**src/rtl/ubx_pkg.sv**
```systemverilog
package ubx_pkg;

    localparam int UBX_ADDR_W = 32;
    localparam int UBX_LEN_W  = 16;

    typedef enum logic [2:0] {
        ST_IDLE = 3'd0,
        ST_HDR  = 3'd1,
        ST_RD   = 3'd2,
        ST_CAP  = 3'd3,
        ST_DATA = 3'd4
    } mover_st_e;

    typedef struct packed {
        logic [UBX_ADDR_W-1:0] src;
        logic [UBX_ADDR_W-1:0] dst;
        logic [UBX_LEN_W-1:0]  len;
    } xfer_cmd_t;

    function automatic logic [UBX_ADDR_W-1:0] word_align(
        input logic [UBX_ADDR_W-1:0] a, input int sh);
        logic [UBX_ADDR_W-1:0] m;
        m = '1;
        m = m << sh;
        return a & m;
    endfunction

endpackage

```
**src/rtl/ubx_cmd_port.sv**
```systemverilog
module ubx_cmd_port
    import ubx_pkg::*;
(
    input  logic                  clk,
    input  logic                  rst,
    input  logic                  cmd_we,
    input  logic                  cmd_fire,
    input  logic [UBX_ADDR_W-1:0] cmd_addr,
    input  logic [UBX_LEN_W-1:0]  cmd_len,
    input  logic                  busy,
    output logic                  start,
    output xfer_cmd_t             cmd,
    output logic                  err
);

    logic                  armed_q;
    logic [UBX_ADDR_W-1:0] dst_q;
    logic [UBX_LEN_W-1:0]  len_q;

    assign start = cmd_we && cmd_fire && !busy && armed_q;

    always_comb begin
        cmd.src = cmd_addr;
        cmd.dst = dst_q;
        cmd.len = len_q;
    end

    always_ff @(posedge clk) begin
        if (rst) begin
            armed_q <= 1'b0;
            dst_q   <= '0;
            len_q   <= '0;
            err     <= 1'b0;
        end else if (cmd_we) begin
            if (busy) begin
                err <= 1'b1;
            end else if (!cmd_fire) begin
                armed_q <= 1'b1;
                dst_q   <= cmd_addr;
                len_q   <= cmd_len;
                err     <= 1'b0;
            end else if (armed_q) begin
                armed_q <= 1'b0;
            end else begin
                err <= 1'b1;
            end
        end
    end

    AST_ORPHAN_FIRE_ERR: assert property (@(posedge clk) disable iff (rst)
        (cmd_we && cmd_fire && !armed_q && !busy) |=> (err && !start)) else $error("orphan fire");

    AST_BUSY_ACCESS_ERR: assert property (@(posedge clk) disable iff (rst)
        (cmd_we && busy) |=> err) else $error("busy access");

endmodule

```
**src/rtl/ubx_mover.sv**
```systemverilog
module ubx_mover
    import ubx_pkg::*;
#(
    parameter int DATA_W    = 64,
    parameter int PKT_BYTES = 64
) (
    input  logic                  clk,
    input  logic                  rst,
    input  logic                  start,
    input  xfer_cmd_t             cmd,
    output logic                  busy,
    output logic                  done,
    output logic                  mem_rd_en,
    output logic [UBX_ADDR_W-1:0] mem_rd_addr,
    input  logic [DATA_W-1:0]     mem_rd_data,
    output logic                  out_valid,
    input  logic                  out_ready,
    output logic                  out_sop,
    output logic                  out_last,
    output logic [DATA_W-1:0]     out_data
);

    localparam int WB        = DATA_W / 8;
    localparam int SH        = $clog2(WB);
    localparam int PKT_WORDS = PKT_BYTES / WB;
    localparam int PW        = $clog2(PKT_WORDS + 1);
    localparam int HL        = DATA_W - UBX_ADDR_W;

    mover_st_e             st;
    logic [UBX_ADDR_W-1:0] src_q, dst_q;
    logic [UBX_LEN_W-1:0]  rem_q;
    logic [PW-1:0]         pkt_left_q, pkt_words;
    logic [DATA_W-1:0]     data_q;
    logic [UBX_LEN_W-1:0]  start_words;
    logic [HL-1:0]         hdr_bytes;

    assign start_words = cmd.len >> SH;

    always_comb begin
        if (rem_q > UBX_LEN_W'(PKT_WORDS)) pkt_words = PW'(PKT_WORDS);
        else                               pkt_words = PW'(rem_q);
    end

    generate
        if (HL >= PW + SH) begin : g_hdr_wide
            assign hdr_bytes = HL'({pkt_words, {SH{1'b0}}});
        end else begin : g_hdr_narrow
            logic [PW+SH-1:0] full_bytes;
            assign full_bytes = {pkt_words, {SH{1'b0}}};
            assign hdr_bytes  = full_bytes[HL-1:0];
        end
    endgenerate

    assign busy        = (st != ST_IDLE);
    assign mem_rd_en   = (st == ST_RD);
    assign mem_rd_addr = src_q;
    assign out_valid   = (st == ST_HDR) || (st == ST_DATA);
    assign out_sop     = (st == ST_HDR);
    assign out_last    = (st == ST_DATA) && (pkt_left_q == PW'(1));
    assign out_data    = (st == ST_HDR) ? {hdr_bytes, dst_q} : data_q;

    always_ff @(posedge clk) begin
        if (rst) begin
            st         <= ST_IDLE;
            done       <= 1'b0;
            src_q      <= '0;
            dst_q      <= '0;
            rem_q      <= '0;
            pkt_left_q <= '0;
            data_q     <= '0;
        end else begin
            case (st)
                ST_IDLE: begin
                    if (start) begin
                        done  <= 1'b0;
                        src_q <= word_align(cmd.src, SH);
                        dst_q <= word_align(cmd.dst, SH);
                        rem_q <= start_words;
                        if (start_words == '0) done <= 1'b1;
                        else                   st   <= ST_HDR;
                    end
                end
                ST_HDR: begin
                    if (out_ready) begin
                        pkt_left_q <= pkt_words;
                        st         <= ST_RD;
                    end
                end
                ST_RD: begin
                    src_q <= src_q + UBX_ADDR_W'(WB);
                    st    <= ST_CAP;
                end
                ST_CAP: begin
                    data_q <= mem_rd_data;
                    st     <= ST_DATA;
                end
                ST_DATA: begin
                    if (out_ready) begin
                        rem_q      <= rem_q - 1'b1;
                        dst_q      <= dst_q + UBX_ADDR_W'(WB);
                        pkt_left_q <= pkt_left_q - 1'b1;
                        if (pkt_left_q == PW'(1)) begin
                            if (rem_q == UBX_LEN_W'(1)) begin
                                st   <= ST_IDLE;
                                done <= 1'b1;
                            end else begin
                                st <= ST_HDR;
                            end
                        end else begin
                            st <= ST_RD;
                        end
                    end
                end
                default: st <= ST_IDLE;
            endcase
        end
    end

    AST_HOLD_BEAT: assert property (@(posedge clk) disable iff (rst)
        (out_valid && !out_ready) |=> (out_valid && $stable(out_data))) else $error("beat dropped");

    AST_ZERO_LEN_DONE: assert property (@(posedge clk) disable iff (rst)
        (start && start_words == '0) |=> (done && !busy)) else $error("zero length");

    AST_DONE_NOT_BUSY: assert property (@(posedge clk) disable iff (rst)
        $rose(done) |-> !busy) else $error("done while busy");

endmodule

```
**src/rtl/ubx_send_engine.sv**
```systemverilog
module ubx_send_engine
    import ubx_pkg::*;
#(
    parameter int DATA_W    = 64,
    parameter int PKT_BYTES = 64
) (
    input  logic                  clk,
    input  logic                  rst,
    input  logic                  cmd_we,
    input  logic                  cmd_fire,
    input  logic [UBX_ADDR_W-1:0] cmd_addr,
    input  logic [UBX_LEN_W-1:0]  cmd_len,
    output logic                  busy,
    output logic                  done,
    output logic                  err,
    output logic                  mem_rd_en,
    output logic [UBX_ADDR_W-1:0] mem_rd_addr,
    input  logic [DATA_W-1:0]     mem_rd_data,
    output logic                  out_valid,
    input  logic                  out_ready,
    output logic                  out_sop,
    output logic                  out_last,
    output logic [DATA_W-1:0]     out_data
);

    localparam int PKT_WORDS = PKT_BYTES / (DATA_W / 8);

    logic      start;
    xfer_cmd_t cmd;

    ubx_cmd_port u_cmd (
        .clk      (clk),
        .rst      (rst),
        .cmd_we   (cmd_we),
        .cmd_fire (cmd_fire),
        .cmd_addr (cmd_addr),
        .cmd_len  (cmd_len),
        .busy     (busy),
        .start    (start),
        .cmd      (cmd),
        .err      (err)
    );

    ubx_mover #(.DATA_W(DATA_W), .PKT_BYTES(PKT_BYTES)) u_mover (
        .clk         (clk),
        .rst         (rst),
        .start       (start),
        .cmd         (cmd),
        .busy        (busy),
        .done        (done),
        .mem_rd_en   (mem_rd_en),
        .mem_rd_addr (mem_rd_addr),
        .mem_rd_data (mem_rd_data),
        .out_valid   (out_valid),
        .out_ready   (out_ready),
        .out_sop     (out_sop),
        .out_last    (out_last),
        .out_data    (out_data)
    );

    logic [7:0] beats_q;
    always_ff @(posedge clk) begin
        if (rst) beats_q <= '0;
        else if (out_valid && out_ready) beats_q <= out_sop ? 8'd0 : beats_q + 8'd1;
    end

    AST_PKT_BOUND: assert property (@(posedge clk) disable iff (rst)
        beats_q <= 8'(PKT_WORDS)) else $error("packet too long");

    AST_START_WHEN_IDLE: assert property (@(posedge clk) disable iff (rst)
        start |-> !busy) else $error("start while busy");

endmodule

```
**config.mk**
```make
export PLATFORM = sky130hd
export DESIGN_NAME = ubx_send_engine
export DESIGN_NICKNAME = d
export VERILOG_FILES = /design/src/rtl/ubx_pkg.sv /design/src/rtl/ubx_cmd_port.sv /design/src/rtl/ubx_mover.sv /design/src/rtl/ubx_send_engine.sv
export SDC_FILE = /design/constraint.sdc
export NUM_CORES = 1
export LEC_CHECK = 0
export BUFFER_PORTS_ARGS = -buffer_cell sky130_fd_sc_hd__buf_2
export CORE_ASPECT_RATIO = 1.75
export CORE_UTILIZATION = 59
export DETAILED_ROUTE_END_ITERATION = 8
export GPL_TIMING_DRIVEN = 0
export PLACE_DENSITY_LB_ADDON = 0.2
export SKIP_LAST_GASP = 1
export SYNTH_ARGS = -nofsm -noshare
export SYNTH_HDL_FRONTEND = slang
export SYNTH_HIERARCHICAL = 1
export SYNTH_SLANG_ARGS = --single-unit
```
**constraint.sdc**
```tcl
create_clock -name clk -period 8.3 [get_ports clk]
set_input_delay 0.415 -clock clk [delete_from_list [all_inputs] [get_ports clk]]
set_output_delay 0.415 -clock clk [all_outputs]
set_load 0.02 [all_outputs]
```
==> run metrics <==
n_diodes 0; Die H around 170 um; NumNets Final roughly 1700; Lkg Pwr 0.00467 uW; gr ovfl total 0; clock sinks 190; max cap viols 0; H-tree lvl count 4; met1 usage ~41%; Crit. End Element flip-flop; cell count after synthesis 1342; area grow syn2layout 19.8%; Register Area roughly 3800 um^2; gr busiest metal met2; cts bufs inserted 17; slew at the pin closest to its max-slew limit 1040 ps; RSZ-0062 raised after global routing false; vias in the first global route approximately 10000; die area 17000 um^2; share of layout cells above drive strength 1 a little under a fifth; critical setup path kind reg2reg; Final Hold Vio Count 0; Achievable Freq approximately 0.27 GHz; CP bufs+invs 4; area of the multi-input gates about 5200 um^2; DRC viols 0; post-DR vias/cell a little over 6; Worst slew margin 30.6%; clk_lat worst skew ~440 ps; Pwr Density around 170 nW/um^2; Placed Area between 10000 and 15000 um^2; gpl congestion a little under 1; TritonCTS clock tree built; Critical Path RT about 8600 ps; Rows 61; M3 GR Usage 9.71%; run status complete, no violations; Clock Path Buffers 2; min Tclk post-route ~3700 ps; final-layout fill cell count approximately 1300; Reg clk slew, reported paths roughly 70 ps; WP data arrival about 4000 ps; vias post-DR between 10000 and 15000; Routed WL 34.2 mm; cell repeated most along the worst path clkbuf_1; fraction of the cycle the final worst path needs between 40% and 50%; clock root cell clkbuf_16; drt pass-1 iters 6; Synth warnings 6; Crit Reg-Reg Startpoint u_mover/st[0]; final setup violation count 0; Hold Path Class in2reg; Tot GR Track Use between 40% and 50%; Initial Util 60.8%; final setup TNS 0 ps; port bufs about 210; 1st-iter DRT viols ~930; Slowest Stage Delay on Critical Path around 660 ps; post-CTS resize count 0; Worst VDD drop 0.000167 V; worst min-delay path startpoint mem_rd_data[8]; met2 track demand over resource 70.8%; max-slew violation count 0; Die Span X 98.9 um; Worst Setup Start Kind flip-flop; syn_area_per_cell slightly above 7 um^2; cell family with most CP delay buffers and inverters; Post-CTS Setup Bufs 0; Post-DP HPWL 25.4 mm; initial antenna violation count 0; wire per inst 19.3 um; CP max-delay cell a211oi_1; Reg2Reg Setup Slack between 4000 and 5000 ps; crit path cell chain buf_6 -> clkbuf_1 -> or3_1 -> nor3_1 -> nand2b_1 -> a211oi_1 -> clkbuf_1 -> buf_2 -> o21ai_0 -> a2bb2oi_1 -> nor2_1; skew final 7.35 ps; CP startpoint u_mover/st[0]; largest net degree at the start of global routing 17; global-route wire length before repair 52.5 mm; Finished Cell Area 11600 um^2; core area between 15000 and 20000 um^2; hold buffer count at cts 0; critical path peak fanout 10; Routed Antenna Nets 0; Ports 220; synthesized cell area approximately 9700 um^2
-- report_power, final --
| part | internal (uW) | leakage, uW | total (uW) | switching [uW] |
|---|---|---|---|---|
| logic | 63.6 | 0.00283 | 159 | 95.0 |
| clock network | 502 | 0.000304 | 867 | 365 |
| registers | 928 | 0.00154 | 949 | 20.6 |
| total | 1490 | 0.00467 | 1970 | 481 |
-- path summary, 6_finish.rpt --
kind | to | cells after the start
max | u_mover/dst_q[8] | 11
min | u_mover/data_q[8] | 3
max reg2reg | u_mover/dst_q[8] | 11
min reg2reg | u_mover/data_q[59] | 2
-- per-layer routing --
layer,wire length (um),up-vias
met5,0,-
met4,2460,0
met3,2880,163
met2,17100,587
met1,11700,4957
li1,-,5068
-- worst register-to-register path, delay by kind of cell (launching register included) --
kind | cells | cell delay (ps)
and+or+nand+nor | 4 | 1040
buffers and inverters | 4 | 1160
DFF | 1 | 310
AOI/OAI and AO/OA | 3 | 1050
-- placed cells by master, fill, tap and decap left out, types with 32 or more instances in the layout --
cell type  instances
a21oi_1          161
and2_1            36
buf_2            217
buf_4             32
clkbuf_1          86
dfxtp_1          190
nand2_1          379
nand3_1           42
nor2_1            68
nor3_1            36
o21ai_0           39
-- state kept, by name, summed over array words and instances (netlist names) --
register and flops:
u_mover/data_q 64, u_cmd/len_q 13, u_mover/done 1, u_cmd/dst_q 29, u_mover/rem_q 16, u_mover/dst_q 29
u_mover/pkt_left_q 4, u_cmd/armed_q 1, u_mover/mem_rd_addr 29, u_mover/st 3, u_cmd/err 1
-- through the flow --
stage | hold slack, ps | util [%] | instances | worst slack (ps) | power, uW
after global routing | 196 | 72.8 | 1774 | 4540 | 2030
after floorplan | 432 | - | 1344 | 5370 | 1050
after global placement | 437 | 68.9 | 1742 | 4540 | 1120
after CTS | 197 | 72.8 | 1774 | 4500 | 1980
final | 205 | 72.8 | 1774 | 4610 | 1970
after detailed placement | 442 | 68.9 | 1742 | 4460 | 1120
-- cell type report --
| class | instances | area share (%) |
|---|---|---|
| inverter | 12 | 0.496 |
| clock inverter | 11 | 1.34 |
| sequential | 190 | 32.7 |
| tap | 189 | 2.04 |
| multi-input combinational | 1008 | 44.6 |
| timing repair buffer | 209 | 9.01 |
| clock buffer | 21 | 4.05 |
| buffer | 134 | 5.71 |
No activity file was read; power rests on OpenSTA's default activity.
